<file path="src/rtl/ldst_pkg.sv">
package ldst_pkg;

   typedef enum logic [1:0] {
      OP_LOAD  = 2'd0,
      OP_STORE = 2'd1,
      OP_IMM   = 2'd2,
      OP_NONE  = 2'd3
   } ldst_op_e;

   typedef enum logic [1:0] {
      IX_PLAIN   = 2'd0,
      IX_POSTINC = 2'd1,
      IX_PREDEC  = 2'd2,
      IX_SPARE   = 2'd3
   } ix_mode_e;

endpackage

</file>
<file path="src/rtl/ldst_regfile.sv">
module ldst_regfile #(
   parameter int DATA_W    = 16,
   parameter int REG_COUNT = 8,
   parameter int REG_AW    = 3
) (
   input  logic              clk,
   input  logic              rst_n,
   input  logic [REG_AW-1:0] rd_a_sel,
   output logic [DATA_W-1:0] rd_a_val,
   input  logic [REG_AW-1:0] rd_b_sel,
   output logic [DATA_W-1:0] rd_b_val,
   input  logic [REG_AW-1:0] rd_c_sel,
   output logic [DATA_W-1:0] rd_c_val,
   input  logic              wr_pri_en,
   input  logic [REG_AW-1:0] wr_pri_sel,
   input  logic [DATA_W-1:0] wr_pri_val,
   input  logic              wr_sec_en,
   input  logic [REG_AW-1:0] wr_sec_sel,
   input  logic [DATA_W-1:0] wr_sec_val
);

   logic [DATA_W-1:0] regs [REG_COUNT];

   generate
      if (REG_COUNT < 2) begin : g_bad_count
         $error("ldst_regfile: REG_COUNT must be at least 2");
      end
      if (REG_AW != $clog2(REG_COUNT)) begin : g_bad_aw
         $error("ldst_regfile: REG_AW must equal clog2(REG_COUNT)");
      end
   endgenerate

   generate
      for (genvar g = 0; g < REG_COUNT; g++) begin : g_reg
         if (g == 0) begin : g_zero
            assign regs[g] = '0;
         end else begin : g_store
            always_ff @(posedge clk) begin
               if (!rst_n) begin
                  regs[g] <= '0;
               end else if (wr_pri_en && wr_pri_sel == REG_AW'(g)) begin
                  regs[g] <= wr_pri_val;
               end else if (wr_sec_en && wr_sec_sel == REG_AW'(g)) begin
                  regs[g] <= wr_sec_val;
               end
            end
         end
      end
   endgenerate

   assign rd_a_val = regs[rd_a_sel];
   assign rd_b_val = regs[rd_b_sel];
   assign rd_c_val = regs[rd_c_sel];

   // same-register collision resolves to the primary (data) port
   assert_data_wins_R9: assert property (@(posedge clk) disable iff (!rst_n)
      (wr_pri_en && wr_sec_en && wr_pri_sel == wr_sec_sel && wr_pri_sel != '0)
      |=> regs[$past(wr_pri_sel)] == $past(wr_pri_val));

   // a lone index write lands in the addressed register
   assert_index_write_R2: assert property (@(posedge clk) disable iff (!rst_n)
      (wr_sec_en && wr_sec_sel != '0 && !(wr_pri_en && wr_pri_sel == wr_sec_sel))
      |=> regs[$past(wr_sec_sel)] == $past(wr_sec_val));

endmodule

</file>
<file path="src/rtl/ldst_agu.sv">
module ldst_agu #(
   parameter int AW = 16
) (
   input  logic [AW-1:0]       base,
   input  logic [AW-1:0]       index,
   input  logic                is_word,
   input  ldst_pkg::ix_mode_e  mode,
   output logic [AW-1:0]       ea,
   output logic [AW-1:0]       idx_next,
   output logic                idx_upd
);
   import ldst_pkg::*;

   localparam logic [AW-1:0] STEP_BYTE = AW'(1);
   localparam logic [AW-1:0] STEP_WORD = AW'(2);

   generate
      if (AW < 2) begin : g_bad_aw
         $error("ldst_agu: AW must be at least 2");
      end
   endgenerate

   logic [AW-1:0] step;
   assign step = is_word ? STEP_WORD : STEP_BYTE;

   always_comb begin
      unique case (mode)
         IX_POSTINC: begin
            ea       = base + index;
            idx_next = index + step;
            idx_upd  = 1'b1;
         end
         IX_PREDEC: begin
            idx_next = index - step;
            ea       = base + idx_next;
            idx_upd  = 1'b1;
         end
         default: begin
            ea       = base + index;
            idx_next = index;
            idx_upd  = 1'b0;
         end
      endcase
   end

endmodule

</file>
<file path="src/rtl/ldst_lane.sv">
module ldst_lane #(
   parameter int DATA_W = 16
) (
   input  logic                  is_word,
   input  logic [DATA_W-1:0]     st_src,
   output logic [DATA_W-1:0]     st_bus,
   input  logic [DATA_W-1:0]     ld_bus,
   output logic [DATA_W-1:0]     ld_val,
   input  logic [DATA_W-1:0]     imm_old,
   input  logic [DATA_W/2-1:0]   imm_byte,
   output logic [DATA_W-1:0]     imm_val
);
   localparam int BYTE_W = DATA_W / 2;

   generate
      if (DATA_W % 2 != 0) begin : g_bad_w
         $error("ldst_lane: DATA_W must be even");
      end
   endgenerate

   assign st_bus  = is_word ? st_src : {{BYTE_W{1'b0}}, st_src[BYTE_W-1:0]};
   assign ld_val  = is_word ? ld_bus : {{BYTE_W{1'b0}}, ld_bus[BYTE_W-1:0]};
   assign imm_val = {imm_old[DATA_W-1:BYTE_W], imm_byte};

endmodule

</file>
<file path="src/rtl/idx_ldst_unit.sv">
module idx_ldst_unit #(
   parameter int DATA_W    = 16,
   parameter int REG_COUNT = 8,
   parameter int REG_AW    = 3
) (
   input  logic                clk,
   input  logic                rst_n,
   input  logic                cmd_valid,
   output logic                cmd_ready,
   input  logic [1:0]          cmd_op,
   input  logic                cmd_word,
   input  logic [1:0]          cmd_mode,
   input  logic [REG_AW-1:0]   cmd_rd,
   input  logic [REG_AW-1:0]   cmd_rb,
   input  logic [REG_AW-1:0]   cmd_ri,
   input  logic [DATA_W/2-1:0] cmd_imm,
   output logic [DATA_W-1:0]   mem_addr,
   output logic [DATA_W-1:0]   mem_wdata,
   output logic                mem_we,
   output logic                mem_re,
   output logic                mem_word,
   input  logic [DATA_W-1:0]   mem_rdata,
   output logic                done
);
   import ldst_pkg::*;

   localparam int BYTE_W = DATA_W / 2;

   generate
      if (DATA_W != 2 * BYTE_W) begin : g_bad_w
         $error("idx_ldst_unit: DATA_W must be two bytes wide");
      end
   endgenerate

   ldst_op_e  op;
   ix_mode_e  mode;
   assign op   = ldst_op_e'(cmd_op);
   assign mode = ix_mode_e'(cmd_mode);

   logic [DATA_W-1:0] q_base, q_index, q_data;
   logic [DATA_W-1:0] agu_ea, agu_idx_next;
   logic              agu_idx_upd;
   logic [DATA_W-1:0] st_bus, ld_val, imm_val;

   logic              pend_q;
   logic [REG_AW-1:0] pend_rd_q, pend_ri_q;
   logic              pend_word_q, pend_idx_en_q;
   logic [DATA_W-1:0] pend_idx_val_q;
   logic              done_q;

   logic              issue, issue_ld, issue_st, issue_imm;
   logic              wa_en, wb_en;
   logic [REG_AW-1:0] wa_sel, wb_sel;
   logic [DATA_W-1:0] wa_val, wb_val;

   assign cmd_ready = !pend_q;
   assign issue     = cmd_valid && cmd_ready;
   assign issue_ld  = issue && op == OP_LOAD;
   assign issue_st  = issue && op == OP_STORE;
   assign issue_imm = issue && op == OP_IMM;

   ldst_regfile #(
      .DATA_W(DATA_W), .REG_COUNT(REG_COUNT), .REG_AW(REG_AW)
   ) u_rf (
      .clk(clk), .rst_n(rst_n),
      .rd_a_sel(cmd_rb), .rd_a_val(q_base),
      .rd_b_sel(cmd_ri), .rd_b_val(q_index),
      .rd_c_sel(cmd_rd), .rd_c_val(q_data),
      .wr_pri_en(wa_en), .wr_pri_sel(wa_sel), .wr_pri_val(wa_val),
      .wr_sec_en(wb_en), .wr_sec_sel(wb_sel), .wr_sec_val(wb_val)
   );

   ldst_agu #(.AW(DATA_W)) u_agu (
      .base(q_base), .index(q_index), .is_word(cmd_word), .mode(mode),
      .ea(agu_ea), .idx_next(agu_idx_next), .idx_upd(agu_idx_upd)
   );

   ldst_lane #(.DATA_W(DATA_W)) u_lane (
      .is_word(pend_q ? pend_word_q : cmd_word),
      .st_src(q_data), .st_bus(st_bus),
      .ld_bus(mem_rdata), .ld_val(ld_val),
      .imm_old(q_data), .imm_byte(cmd_imm), .imm_val(imm_val)
   );

   assign mem_addr  = agu_ea;
   assign mem_wdata = st_bus;
   assign mem_we    = issue_st;
   assign mem_re    = issue_ld;
   assign mem_word  = cmd_word;

   always_comb begin
      wa_en  = 1'b0;
      wa_sel = cmd_rd;
      wa_val = imm_val;
      wb_en  = 1'b0;
      wb_sel = cmd_ri;
      wb_val = agu_idx_next;
      if (pend_q) begin
         wa_en  = 1'b1;
         wa_sel = pend_rd_q;
         wa_val = ld_val;
         wb_en  = pend_idx_en_q;
         wb_sel = pend_ri_q;
         wb_val = pend_idx_val_q;
      end else begin
         wa_en = issue_imm;
         wb_en = issue_st && agu_idx_upd;
      end
   end

   always_ff @(posedge clk) begin
      if (!rst_n) begin
         pend_q         <= 1'b0;
         pend_rd_q      <= '0;
         pend_ri_q      <= '0;
         pend_word_q    <= 1'b0;
         pend_idx_en_q  <= 1'b0;
         pend_idx_val_q <= '0;
         done_q         <= 1'b0;
      end else begin
         pend_q <= issue_ld;
         done_q <= issue_st || issue_imm || pend_q;
         if (issue_ld) begin
            pend_rd_q      <= cmd_rd;
            pend_ri_q      <= cmd_ri;
            pend_word_q    <= cmd_word;
            pend_idx_en_q  <= agu_idx_upd;
            pend_idx_val_q <= agu_idx_next;
         end
      end
   end

   assign done = done_q;

   // single-cycle completion for stores and immediates
   assert_quick_done_R10: assert property (@(posedge clk) disable iff (!rst_n)
      (issue_st || issue_imm) |=> (done && cmd_ready));

   // a load blocks one cycle and completes the cycle after
   assert_load_done_R10: assert property (@(posedge clk) disable iff (!rst_n)
      mem_re |=> (!cmd_ready && !done) ##1 done);

   // nothing reaches memory while busy
   assert_busy_quiet_R10: assert property (@(posedge clk) disable iff (!rst_n)
      !cmd_ready |-> (!mem_we && !mem_re));

   // pre-decrement address uses the reduced index
   assert_predec_ea_R3: assert property (@(posedge clk) disable iff (!rst_n)
      (issue && mode == IX_PREDEC) |-> (mem_addr == q_base + agu_idx_next));

   // plain mode never asks for an index write
   assert_plain_keep_R1: assert property (@(posedge clk) disable iff (!rst_n)
      (issue && (mode == IX_PLAIN || mode == IX_SPARE)) |-> !agu_idx_upd);

   // immediate load preserves the upper byte
   assert_imm_high_R6: assert property (@(posedge clk) disable iff (!rst_n)
      (wa_en && !pend_q) |-> (wa_val[DATA_W-1:BYTE_W] == q_data[DATA_W-1:BYTE_W]));

endmodule

</file>
<file path="config.mk">
export PLATFORM = sky130hd
export DESIGN_NAME = idx_ldst_unit
export DESIGN_NICKNAME = d
export VERILOG_FILES = /design/src/rtl/ldst_pkg.sv /design/src/rtl/ldst_regfile.sv /design/src/rtl/ldst_agu.sv /design/src/rtl/ldst_lane.sv /design/src/rtl/idx_ldst_unit.sv
export SDC_FILE = /design/constraint.sdc
export NUM_CORES = 1
export LEC_CHECK = 0
export ABC_AREA = 1
export CORE_MARGIN = 5
export CORE_UTILIZATION = 35
export CTS_CLUSTER_DIAMETER = 80
export DETAILED_ROUTE_END_ITERATION = 6
export PLACE_DENSITY = 0.62
export SLEW_MARGIN = 5
export SYNTH_ARGS = -nofsm -noshare
export SYNTH_HDL_FRONTEND = slang
export SYNTH_HIERARCHICAL = 1
export SYNTH_SLANG_ARGS = --single-unit
</file>
<file path="constraint.sdc">
create_clock -name clk -period 21.8 [get_ports clk]
set_input_delay 6.54 -clock clk [delete_from_list [all_inputs] [get_ports clk]]
set_output_delay 6.54 -clock clk [all_outputs]
set_load 0.05 [all_outputs]
</file>
Word-level counts from Yosys, hierarchy flattened
Cells that the tools add are included.
{"block": "totals", "out_inout_bits": 37, "inputBits": 41, "word_cells": 109, "register_bits": 138}
{"block": "op_classes", "bitwise_logic": 3, "muxes": 36, "eq_ne": 18, "order_cmp": 3, "n_reduce_logical": 31, "addsub": 4}
{"op": "2-to-1 mux 16 bit", "n": 25}
{"op": "binary-select mux 16 bit (select 3 bit)", "n": 3}
{"op": "adder 16 bit", "n": 3}
{"op": "case mux 16 bit (2 select lines)", "n": 1}
{"op": "equality test 3 bit, second input constant", "n": 8}
{"op": "logical AND 1 bit", "n": 19}
{"op": "subtractor 16 bit", "n": 1}
{"op": "nonzero test 2 bit", "n": 7}
{"op": "equality test 3 x 2 -> 1 bit, second input constant", "n": 4}
{"op": ">= comparator 4 bit, second input constant", "n": 3}
{"op": "NOT 3 -> 4 bit", "n": 3}
{"op": "equality test 3 x 1 -> 1 bit, second input constant", "n": 2}
{"op": "2-to-1 mux 3 bit", "n": 2}
{"op": "equality test 2 x 1 -> 1 bit, second input constant", "n": 2}
{"op": "equality test 2 bit, second input constant", "n": 2}
{"op": "2-to-1 mux 1 bit", "n": 4}
{"op": "logical NOT 2 bit", "n": 1}
{"op": "logical OR 1 bit", "n": 2}
{"op": "2-to-1 mux 2 bit", "n": 1}
{"op": "OR reduction 2 bit", "n": 1}
{"op": "logical NOT 1 bit", "n": 1}

Longest topological paths before layout
Gate-level depths: netlist (run 1).
{"block": "depth", "depth_word": 9, "ltp_mapped": 28, "ltp_nobuf": 27}

Modules after synthesis
The synthesis (run 1) kept the hierarchy.
{"mod": "ldst_regfile", "area_per_inst_um2": 8768.4, "n_inst": 1, "cells_each": 1517, "seq_area_each_um2": 2242.2}
{"mod": "ldst_agu", "area_per_inst_um2": 1954.4, "n_inst": 1, "cells_each": 369, "seq_area_each_um2": 0.0}
{"mod": "idx_ldst_unit", "area_per_inst_um2": 1632.8, "n_inst": 1, "cells_each": 282, "seq_area_each_um2": 520.5}
{"mod": "ldst_lane", "area_per_inst_um2": 404.1, "n_inst": 1, "cells_each": 66, "seq_area_each_um2": 0.0}

Least setup slack after synthesis (run 1)
OpenSTA, ideal clock, no wires.
{"block": "synth_timing", "path_kind": "input port to output port", "start": "in cmd_ri[0]", "end": "out mem_addr[11]", "t_arrival_ns": 10.365, "required_time_ns": 15.260, "slack_ns": 4.895, "path_stages": 22, "n_path_buf": 2, "cell_sequence": "clkbuf_1 -> clkbuf_1 -> nand2_1 -> o211ai_1 -> nand2_1 -> o21a_1 -> inv_1 -> ha_1 -> inv_1 -> fa_1 -> nor2_2 -> nand2_1 -> nor2_2 -> nand2_1 -> o21ai_0 -> o21ai_0 -> ha_1 -> nand2_1 -> o21ai_0 -> inv_1 -> nand2_1 -> xor2_1"}
{"block": "synth_via", "elab_chain_cells": 7, "word_cells_on_any_way": 8, "classes_between": "add/sub: 3; mux: 4; bitwise: 1"}
{"item": "start, declared", "line_no": "idx_ldst_unit.sv:15", "text": "input logic [REG_AW-1:0] cmd_ri,"}
{"item": "NOT 3 -> 4 bit (not written as such) *", "line_no": "ldst_regfile.sv:52", "text": "assign rd_b_val = regs[rd_b_sel];"}
{"item": "binary-select mux 16 bit (select 3 bit) *", "line_no": "ldst_regfile.sv:52"}
{"item": "2-to-1 mux 16 bit (not written as such) * (2 in series)", "line_no": "ldst_regfile.sv:52"}
{"item": "net q_index[0]", "line_no": "idx_ldst_unit.sv:40", "text": "logic [DATA_W-1:0] q_base, q_index, q_data;"}
{"item": "subtractor 16 bit", "line_no": "ldst_agu.sv:34", "text": "idx_next = index - step;"}
{"item": "adder 16 bit", "line_no": "ldst_agu.sv:35", "text": "ea = base + idx_next;"}
{"item": "2-to-1 mux 16 bit *"}
{"item": "end, declared", "line_no": "idx_ldst_unit.sv:17", "text": "output logic [DATA_W-1:0] mem_addr,"}
The timed path passes the listed nets; every way through them passes the cells marked *. The select of a mux whose other input is x is not followed.

Final worst setup path (run 1)
{"block": "layout_timing", "start": "in cmd_ri[1]", "end": "out mem_addr[13]"}
Same word-level chain as after synthesis.

==> impl_metrics.py, run 1 <==
metrics = {
    "placement": {
        "postPlaceCellArea_um2": 13300,
        "numPortBuffers": 77,
        "hpwl_detailed_mm": 36.85,
        "place.gp.congestion": 0.9786,
    },
    "power_and_ir_drop": {
        "power_switching_mw": 0.3435,
        "leakagePower_nw": 6.558,
        "vdd_ir_drop_max_uv": 47.69,
        "power.combinational.fraction_pct": 34.1,
        "seq_power_share_pct": 31.1,
        "power-per-cell-area_nw_per_um2": 60.65,
        "switching_share_pct": 40.81,
        "clockPowerShare_pct": 34.8,
        "power.internal_mw": 0.4983,
    },
    "die": {
        "rows": 70,
        "initial_utilization_pct": 35.19,
        "chipWidth_um": 200.9,
        "core_um2": 36260,
        "die_y_um": 200.9,
        "top_level_ports": 78,
        "floorplan.die_area_um2": 40370,
    },
    "status": {
        "outcome": "completed",
    },
    "critical_path": {
        "critPathMostFrequentCell": "nand2_1",
        "cp_num_buf_inv": 7,
        "critical_path_required_ps": 15260,
        "setup.worst_path.start_class": "primary input",
        "cp.arrival_ps": 12080,
        "critPathSlowestCell": "clkdlybuf4s50_1",
        "slowest_stage_delay_cp_ps": 800,
        "endpoint_kind": "output pin",
        "kind_of_cell_with_the_highest_combined_delay_on_the_critical_path": "buffers and inverters",
        "critical_path_class": "in2out",
        "r2r_slack_ps": 17480,
        "crit_path_max_fanout": 34,
    },
    "global_route": {
        "first_global_vias": 13590,
        "antenna_found_initial": 0,
        "global_route_congestion_overflow_total": 0,
        "grt_use_total_pct": 25.31,
        "global_route_wire_length_before_repair_mm": 80.94,
        "grt_max_degree": 98,
    },
    "layout": {
        "area_delta_synth_final_pct": 8.786,
        "final_layout_size_suffix_gt1_share_pct": 4.758,
        "diodes": 0,
        "finish.net_count": 2238,
        "finalInstanceArea_um2": 13880,
        "filler_cell_count": 4003,
    },
    "timing": {
        "achievable-frequency_mhz": 53.70,
        "fin_worst_skew_ps": 14.09,
        "min_period_over_period_pct": 85.42,
        "finalHoldViolCount": 0,
        "setup_violation_total_in_the_final_timing_report": 0,
        "worst_slew_pin_slew_ps": 1224,
        "rsz_0062_raised_after_global_routing": "false",
        "setup_total_negative_slack_ps": 0,
        "finalWorstPathRequiredPeriod_ps": 18620,
        "maxSlewViolCount": 0,
        "maxSlewHeadroom_pct": 18.11,
    },
    "synthesis": {
        "synth_nets": 2299,
        "synthArstFlopShare_pct": 0,
        "netlist_area_um2": 12760,
        "ys_seq_elements": 138,
        "yosys.cell_count.top_type": "nand2_1",
        "number_of_warnings_issued_by_yosys": 6,
        "synth_top_area_share_pct": 22.06,
        "synth_enable_flop_cells": 0,
        "netlist.top_cell.by_area": "nand2_1",
        "syn-mean-instance-area_um2": 5.712,
        "syn-instance-count": 2234,
        "synth.yosys.seq_area_share_pct": 21.65,
        "synth_cell_type_count": 39,
        "synthTopCellsByArea": "nand2_1 22%, dfxtp_1 22%, nand3_1 16%",
        "netlist_top_cells_count": "750 x nand2_1, 396 x nand3_1, 232 x inv_1",
        "dominant_register_cell_in_the_synthesized_netlist": "dfxtp_1",
    },
    "drt": {
        "route.antenna.remaining_nets": 0,
        "dr.pass1.iters": 6,
        "drtIter0Drc": 2113,
        "detail_route.wl_per_cell_um": 20.15,
        "num_vias": 15060,
        "drt-total-wl_mm": 53.49,
        "post-route-drc-count": 0,
        "avgViaCountPerCell": 5.673,
    },
    "clock_network": {
        "number_of_buffers_created_by_cts": 17,
        "clockRootBuffer": "clkbuf_16",
        "clk_latency_ps": 430,
        "post_cts_buffers": 0,
        "max-clock-path-buffers": 2,
        "post_cts_hold_buffer_count": 0,
        "cts_tree": "yes",
        "path_clk_slew_ps": 70,
        "clock_tree.htree_level_count": 4,
        "tritoncts_num_sinks": 138,
        "resized_gates_after_cts": 0,
    },
    "worst_hold_path": {
        "hp-class": "reg2reg",
    },
    "job": {
        "maxcap_viol_count": 0,
    },
}
## stage by stage
step	util, %	total power, mW	instances	hold slack [ps]	setup WS (ps)
after floorplan	-	0.4660	2234	443.4	4895
after global placement	36.67	0.5476	2622	454.2	3402
after detailed placement	36.67	0.5494	2622	455.3	3360
after CTS	38.27	0.8402	2654	465.3	3348
after global routing	38.28	0.8768	2654	481.2	2777
final	38.28	0.8418	2654	466.7	3177
## worst paths after layout
kind,depth (start not counted),startpoint,to
worst min-delay path,2,u_rf/regs[16],u_rf/regs[16]
worst max-delay path,26,cmd_ri[1],mem_addr[13]
worst max register to register,26,u_rf/regs[32],u_rf/regs[108]
worst min register to register,2,u_rf/regs[16],u_rf/regs[16]
## cell families (layout without fill, tap and decap cells)
logic type | Yosys count | in the layout | synth area share, %
flops | 138 | 138 | 21.65
buf+inv | 423 | 375 | 14.84
fa+ha+maj | 24 | 24 | 2.530
simple gates | 1265 | 1265 | 42.33
compound gates | 369 | 369 | 17.62
xor+xnor | 15 | 15 | 1.030
## cell usage in the layout (no fill, tap or decap), types with 2 or more instances in the layout
master and n:
nand2_1 750, nand3_1 396, inv_1 232, dfxtp_1 137, a21oi_1 131, o211ai_1 101
nor2_1 76, clkdlybuf4s50_1 73, o21ai_0 65, o21a_1 48, buf_4 22, ha_1 21
clkbuf_16 17, xor2_1 12, nand2_2 12, nor2_2 10, o21ai_1 9, inv_2 9
nor2_4 6, a21o_1 6, a31oi_1 6, inv_6 4, inv_8 4, buf_2 4
nand4_1 4, nand2_4 4, xnor2_1 3, nor3_1 3, fa_1 3, clkinvlp_4 2
clkinv_4 2, clkbuf_8 2
## power by group through the flow
stage / Clock (mW) / Combinational, mW / Sequential, mW
after global routing: 0.305 / 0.309 / 0.262
after floorplan: 0 / 0.200 / 0.266
after global placement: 0 / 0.280 / 0.267
after CTS: 0.295 / 0.283 / 0.262
final: 0.293 / 0.287 / 0.262
after detailed placement: 0 / 0.282 / 0.267
## registers in the layout, summed over array words and instances (netlist names)
register	count
pend_idx_en_q	1
pend_q	1
done	1
pend_word_q	1
u_rf/regs	112
pend_rd_q	3
pend_idx_val_q	16
pend_ri_q	3
## layout make-up
cell class                 count  area [um2]  area share, %
multi-input combinational   1673        8114          58.46
sequential                   138        2764          19.91
inverter                     244       919.6          6.625
timing repair buffer          99       915.9          6.598
tap                          468       585.6          4.219
clock buffer                  19       452.9          3.263
clock inverter                13       128.9         0.9284
## worst register-to-register path, stage by stage (launching register included)
cell	delay, ps
dfxtp_1	330
inv_1	120
nand2_1	70
o211ai_1	120
nand2_1	70
o21a_1	190
inv_1	100
ha_1	150
inv_1	60
fa_1	410
nor2_2	160
nand2_1	130
nor2_2	170
nand2_1	130
inv_1	100
nand2_1	50
nand2_1	60
nand3_1	80
nand2_1	100
nand2_1	60
nand2_1	120
inv_1	60
o21ai_0	710
inv_1	340
nand2_1	150
nand3_1	90
a21oi_1	150
## layer usage
metal	GRT usage, %	vias to the layer above	wire length (um)	part of all wire (%)
li1	-	7133	-	-
met1	35.80	6894	22630	42
met2	38.26	882	22610	42
met3	3.522	146	5702	11
met4	11.36	0	2538	4.7
met5	0	-	0	0
No activity file was read; power rests on OpenSTA's default activity.
==> inputs of run 2 (changes only) <==
--- a/config.mk
+++ b/config.mk
@@ -6,6 +6,8 @@
 export NUM_CORES = 1
 export LEC_CHECK = 0
 export ABC_AREA = 1
+export ABC_CLOCK_PERIOD_IN_PS = 21800
+export CAP_MARGIN = 20
 export CORE_MARGIN = 5
 export CORE_UTILIZATION = 35
 export CTS_CLUSTER_DIAMETER = 80
==> impl_metrics.py, run 2 (synthesized netlist as in run 1, its figures left out) <==
metrics = {
    "status": {
        "outcome": "completed",
    },
    "layout": {
        "mostFrequentLayoutCells": "750 x nand2_1, 396 x nand3_1, 232 x inv_1, 137 x dfxtp_1, 131 x a21oi_1",
        "area_delta_synth_final_pct": 9.149,
        "reg.largest.list": "u_rf/regs (112), pend_idx_val_q (16)",
        "layout.cells.non_filler": 2657,
        "largest_register": "u_rf/regs",
        "commonest_non_fill_non_tap_cell_in_the_layout": "nand2_1",
        "diodes": 0,
        "final_core_util_pct": 38.41,
        "filler_cell_count": 4004,
        "final_layout_size_suffix_gt1_share_pct": 4.842,
        "finish.net_count": 2241,
        "largest_register_ffs": 112,
    },
    "global_route": {
        "global_route_congestion_overflow_total": 0,
        "grt_use_total_pct": 25.47,
        "antenna_found_initial": 0,
        "grt_max_degree": 98,
        "global_route_wire_length_before_repair_mm": 81.37,
        "first_global_vias": 13640,
    },
    "timing": {
        "maxSlewHeadroom_pct": 24.99,
        "worst_slack_ps": 3205,
        "achievable-frequency_mhz": 53.78,
        "min_period_over_period_pct": 85.30,
        "finalHoldViolCount": 0,
        "setup_total_negative_slack_ps": 0,
        "maxSlewViolCount": 0,
        "finalWorstPathRequiredPeriod_ps": 18600,
        "fin_worst_skew_ps": 13.71,
        "setup_violation_total_in_the_final_timing_report": 0,
        "rsz_0062_raised_after_global_routing": "false",
        "worst_slew_pin_slew_ps": 1124,
    },
    "critical_path": {
        "endpoint_kind": "output pin",
        "critical_path_required_ps": 15260,
        "crit_path_max_fanout": 34,
        "setup.worst_path.start_class": "primary input",
        "cp.arrival_ps": 12060,
        "critical_path_class": "in2out",
    },
    "clock_network": {
        "resized_gates_after_cts": 0,
        "number_of_buffers_created_by_cts": 17,
        "cts_tree": "yes",
        "post_cts_buffers": 0,
        "tritoncts_num_sinks": 138,
        "clock_tree.htree_level_count": 4,
        "post_cts_hold_buffer_count": 0,
        "clk_latency_ps": 430,
        "path_clk_slew_ps": 70,
        "max-clock-path-buffers": 2,
        "clockRootBuffer": "clkbuf_16",
    },
    "die": {
        "rows": 70,
        "chipWidth_um": 200.9,
        "die_y_um": 200.9,
        "core_um2": 36260,
        "floorplan.die_area_um2": 40370,
        "initial_utilization_pct": 35.19,
        "top_level_ports": 78,
    },
    "worst_hold_path": {
        "hp-class": "reg2reg",
    },
    "power_and_ir_drop": {
        "power-per-cell-area_nw_per_um2": 61.10,
        "design_power_total_mw": 0.8510,
        "leakagePower_nw": 6.584,
        "vdd_ir_drop_max_uv": 39.91,
    },
    "placement": {
        "place.gp.congestion": 0.9786,
        "hpwl_detailed_mm": 36.97,
        "dp_worst_setup_slack_ps": 3358,
        "numPortBuffers": 77,
        "place_inst": 2623,
    },
    "drt": {
        "post-route-drc-count": 0,
        "detail_route.wl_per_cell_um": 20.04,
        "route.antenna.remaining_nets": 0,
        "avgViaCountPerCell": 5.659,
        "num_vias": 15040,
        "dr.pass1.iters": 7,
        "drtIter0Drc": 2041,
        "drt-total-wl_mm": 53.24,
    },
    "job": {
        "maxcap_viol_count": 0,
    },
}
## run 2: layout make-up
cell class	instances	area, um2	area share [%]
Multi-Input combinational cell	1673	8112	58.24
Sequential cell	138	2764	19.85
Clock inverter	15	170.2	1.222
Clock buffer	17	425.4	3.055
Timing Repair Buffer	102	950.9	6.828
Tap cell	468	585.6	4.204
Inverter	244	919.6	6.603
## run 2: stage by stage
step,hold WS [ps],instance area [um2]
after floorplan,443.4,12760
after global placement,454.2,13300
after detailed placement,456.0,13300
after CTS,466.8,13900
after global routing,484.9,13930
final,468.5,13930
## run 2: final timing paths
| path | depth (start not counted) | slack [ps] | to | from |
|---|---|---|---|---|
| worst max register to register | 26 | 17520 | u_rf/regs[108] | u_rf/regs[32] |
| worst min register to register | 2 | 470 | u_rf/regs[34] | u_rf/regs[34] |
| worst max-delay path | 26 | 3200 | mem_addr[13] | cmd_ri[1] |
| worst min-delay path | 2 | 470 | u_rf/regs[34] | u_rf/regs[34] |
## run 2: power breakdown
part	total [mW]	switching (mW)	internal [mW]	leakage, nW
clock network	0.302	0.138	0.164	0.291
logic	0.287	0.204	0.0835	5.18
registers	0.262	0.00431	0.258	1.12
total	0.851	0.346	0.505	6.58
## run 2: routing by layer
metal	vias to the layer above	track usage (%)	share of wire (%)
met2	876	38.35	42
li1	7145	-	-
met5	-	0	0
met3	143	4.927	11
met1	6871	35.31	42
met4	0	11.38	4.6
## run 2: critical path: stages
cell and delay (ps):
clkdlybuf4s50_1 450, buf_4 410, inv_1 410, o211ai_1 220, nand2_1 80, o21a_1 190
inv_1 90, ha_1 140, inv_1 60, fa_1 400, nor2_2 160, nand2_1 120
nor2_2 180, nand2_1 130, o21ai_0 250, o21ai_0 150, ha_1 440, nand2_1 120
o21ai_0 280, inv_1 70, nand2_1 100, nand2_1 80, nand2_1 60, nand2_1 40
nand2_1 50, clkdlybuf4s50_1 790
==> inputs of run 3 (changes only) <==
--- a/config.mk
+++ b/config.mk
@@ -12,6 +12,7 @@
 export CORE_UTILIZATION = 35
 export CTS_CLUSTER_DIAMETER = 80
 export DETAILED_ROUTE_END_ITERATION = 6
+export GPL_TIMING_DRIVEN = 0
 export PLACE_DENSITY = 0.62
 export SLEW_MARGIN = 5
 export SYNTH_ARGS = -nofsm -noshare
==> impl_metrics.py, run 3 (synthesized netlist as in run 1, its figures left out) <==
metrics = {
    "layout": {
        "reg.largest.list": "u_rf/regs (112), pend_idx_val_q (16)",
        "area_delta_synth_final_pct": 14.32,
        "layout.cells.non_filler": 2797,
        "largest_register": "u_rf/regs",
        "commonest_non_fill_non_tap_cell_in_the_layout": "nand2_1",
        "finish.net_count": 2381,
        "final_layout_size_suffix_gt1_share_pct": 7.943,
        "mostFrequentLayoutCells": "750 x nand2_1, 396 x nand3_1, 232 x inv_1, 138 x dfxtp_1, 131 x a21oi_1",
        "diodes": 0,
        "largest_register_ffs": 112,
    },
    "critical_path": {
        "crit_path_max_fanout": 10,
        "cp.arrival_ps": 12430,
        "critPathSlowestCell": "clkdlybuf4s50_1",
        "setup.worst_path.start_class": "primary input",
        "worst_r2r_startpoint": "u_rf/regs[32]",
        "slowest_stage_delay_cp_ps": 820,
        "critPathMostFrequentCell": "nand2_1",
        "critical_path_class": "in2out",
        "cell_chain_of_the_critical_path": "clkdlybuf4s50_1, clkbuf_1, clkbuf_1, nand2_1, o211ai_1, nand2_1, o21a_1, inv_1, ha_1, inv_1, fa_1, nor2_2, nand2_1, o21ai_0, o21ai_0, ha_1, nand2_1, o21ai_0, nand2_1, nand3_1, nand2_1, nand2_1, xor2_1, clkdlybuf4s50_1",
        "endpoint_kind": "output pin",
        "crit_start": "cmd_ri[0]",
        "critical_path_required_ps": 15260,
    },
    "drt": {
        "route.antenna.remaining_nets": 0,
        "num_vias": 15490,
        "detail_route.wl_per_cell_um": 21.07,
        "avgViaCountPerCell": 5.540,
        "post-route-drc-count": 0,
        "drtIter0Drc": 2175,
        "drt-total-wl_mm": 58.94,
        "dr.pass1.iters": 6,
    },
    "timing": {
        "achievable-frequency_mhz": 52.71,
        "maxSlewViolCount": 0,
        "rsz_0062_raised_after_global_routing": "false",
        "setup_violation_total_in_the_final_timing_report": 0,
        "finalWorstPathRequiredPeriod_ps": 18970,
        "maxSlewHeadroom_pct": 35.39,
        "worst_slew_pin_slew_ps": 959.0,
        "min_period_over_period_pct": 87.02,
        "setup_total_negative_slack_ps": 0,
        "fin_worst_skew_ps": 8.979,
        "holdWs_ps": 468.1,
        "finalHoldViolCount": 0,
    },
    "die": {
        "die_y_um": 200.9,
        "floorplan.die_area_um2": 40370,
        "rows": 70,
        "initial_utilization_pct": 35.19,
        "core_um2": 36260,
        "chipWidth_um": 200.9,
        "top_level_ports": 78,
    },
    "global_route": {
        "global_route_wire_length_before_repair_mm": 86.32,
        "grt_max_degree": 17,
        "first_global_vias": 13960,
        "grt_use_total_pct": 27.75,
        "antenna_found_initial": 0,
        "global_route_congestion_overflow_total": 0,
    },
    "power_and_ir_drop": {
        "design_power_total_mw": 0.8778,
        "leakagePower_nw": 6.984,
        "power-per-cell-area_nw_per_um2": 60.18,
        "vdd_ir_drop_max_uv": 48.09,
    },
    "clock_network": {
        "cts_tree": "yes",
        "clock_tree.htree_level_count": 4,
        "clk_latency_ps": 420,
        "path_clk_slew_ps": 60,
        "post_cts_buffers": 0,
        "tritoncts_num_sinks": 138,
        "max-clock-path-buffers": 2,
        "post_cts_hold_buffer_count": 0,
        "number_of_buffers_created_by_cts": 17,
        "resized_gates_after_cts": 0,
        "clockRootBuffer": "clkbuf_16",
    },
    "worst_hold_path": {
        "hold_path.startpoint": "u_rf/regs[36]",
        "hp-class": "reg2reg",
    },
    "placement": {
        "numPortBuffers": 59,
        "place_inst": 2765,
        "place.gp.congestion": 0.9956,
        "hpwl_detailed_mm": 47.11,
    },
    "job": {
        "maxcap_viol_count": 0,
    },
    "status": {
        "outcome": "completed",
    },
}
==> run 3: cell count changes in the layout (fill, tap and decap cells not counted), moves of 3 or more <==
cell and delta:
buf_6 +6, buf_2 +49, clkinv_4 +3, buf_1 +8, clkdlybuf4s50_1 -14, clkbuf_1 +65, buf_4 +25
==> run 3: final cells by class <==
type,instances,area [um2]
inverters,244,918.4
clock buffers,18,439.2
flip-flops and latches,138,2763
plain buffers,179,974.7
repair buffers,63,615.6
well taps,468,585.6
fillers,4034,21670
clock inverters,14,186.4
multi-input cells,1673,8104
==> run 3: critical path, delay by kind of cell <==
| kind | cells | cell delay (ps) |
|---|---|---|
| buffers and inverters | 6 | 2400 |
| adder cells (fa/ha/maj) | 3 | 1000 |
| XOR/XNOR | 1 | 150 |
| AND/OR/NAND/NOR | 9 | 1010 |
| AO/OA/AOI/OAI | 5 | 1320 |
==> run 3: routing by layer <==
metal,track usage (%),routed length [um],vias up
met2,40.77,24270,913
met3,4.733,6343,117
met5,0,0,-
met1,39.07,25100,7065
li1,-,-,7399
met4,13.99,3230,0
==> run 3: report_power, final <==
group	switching, mW	leakage (nW)	total [mW]	internal [mW]
clock	0.123	0.300	0.309	0.186
sequential	0.00592	1.12	0.264	0.258
combinational	0.214	5.57	0.305	0.0906
==> run 3: path summary, 6_finish.rpt <==
kind	to	slack, ps	cells past startpoint
max	mem_addr[14]	2830	24
min	u_rf/regs[36]	470	2
max reg2reg	u_rf/regs[12]	17540	26
min reg2reg	u_rf/regs[36]	470	2
==> run 3: stage by stage <==
stage / util (%) / worst slack [ps] / area [um2]
2_1_floorplan: - / 4895 / 12760
3_3_place_gp: 38.43 / 2987 / 13940
3_5_place_dp: 38.50 / 3052 / 13960
4_1_cts: 40.23 / 3023 / 14590
5_1_grt: 40.23 / 2574 / 14590
6_report: 40.23 / 2829 / 14590
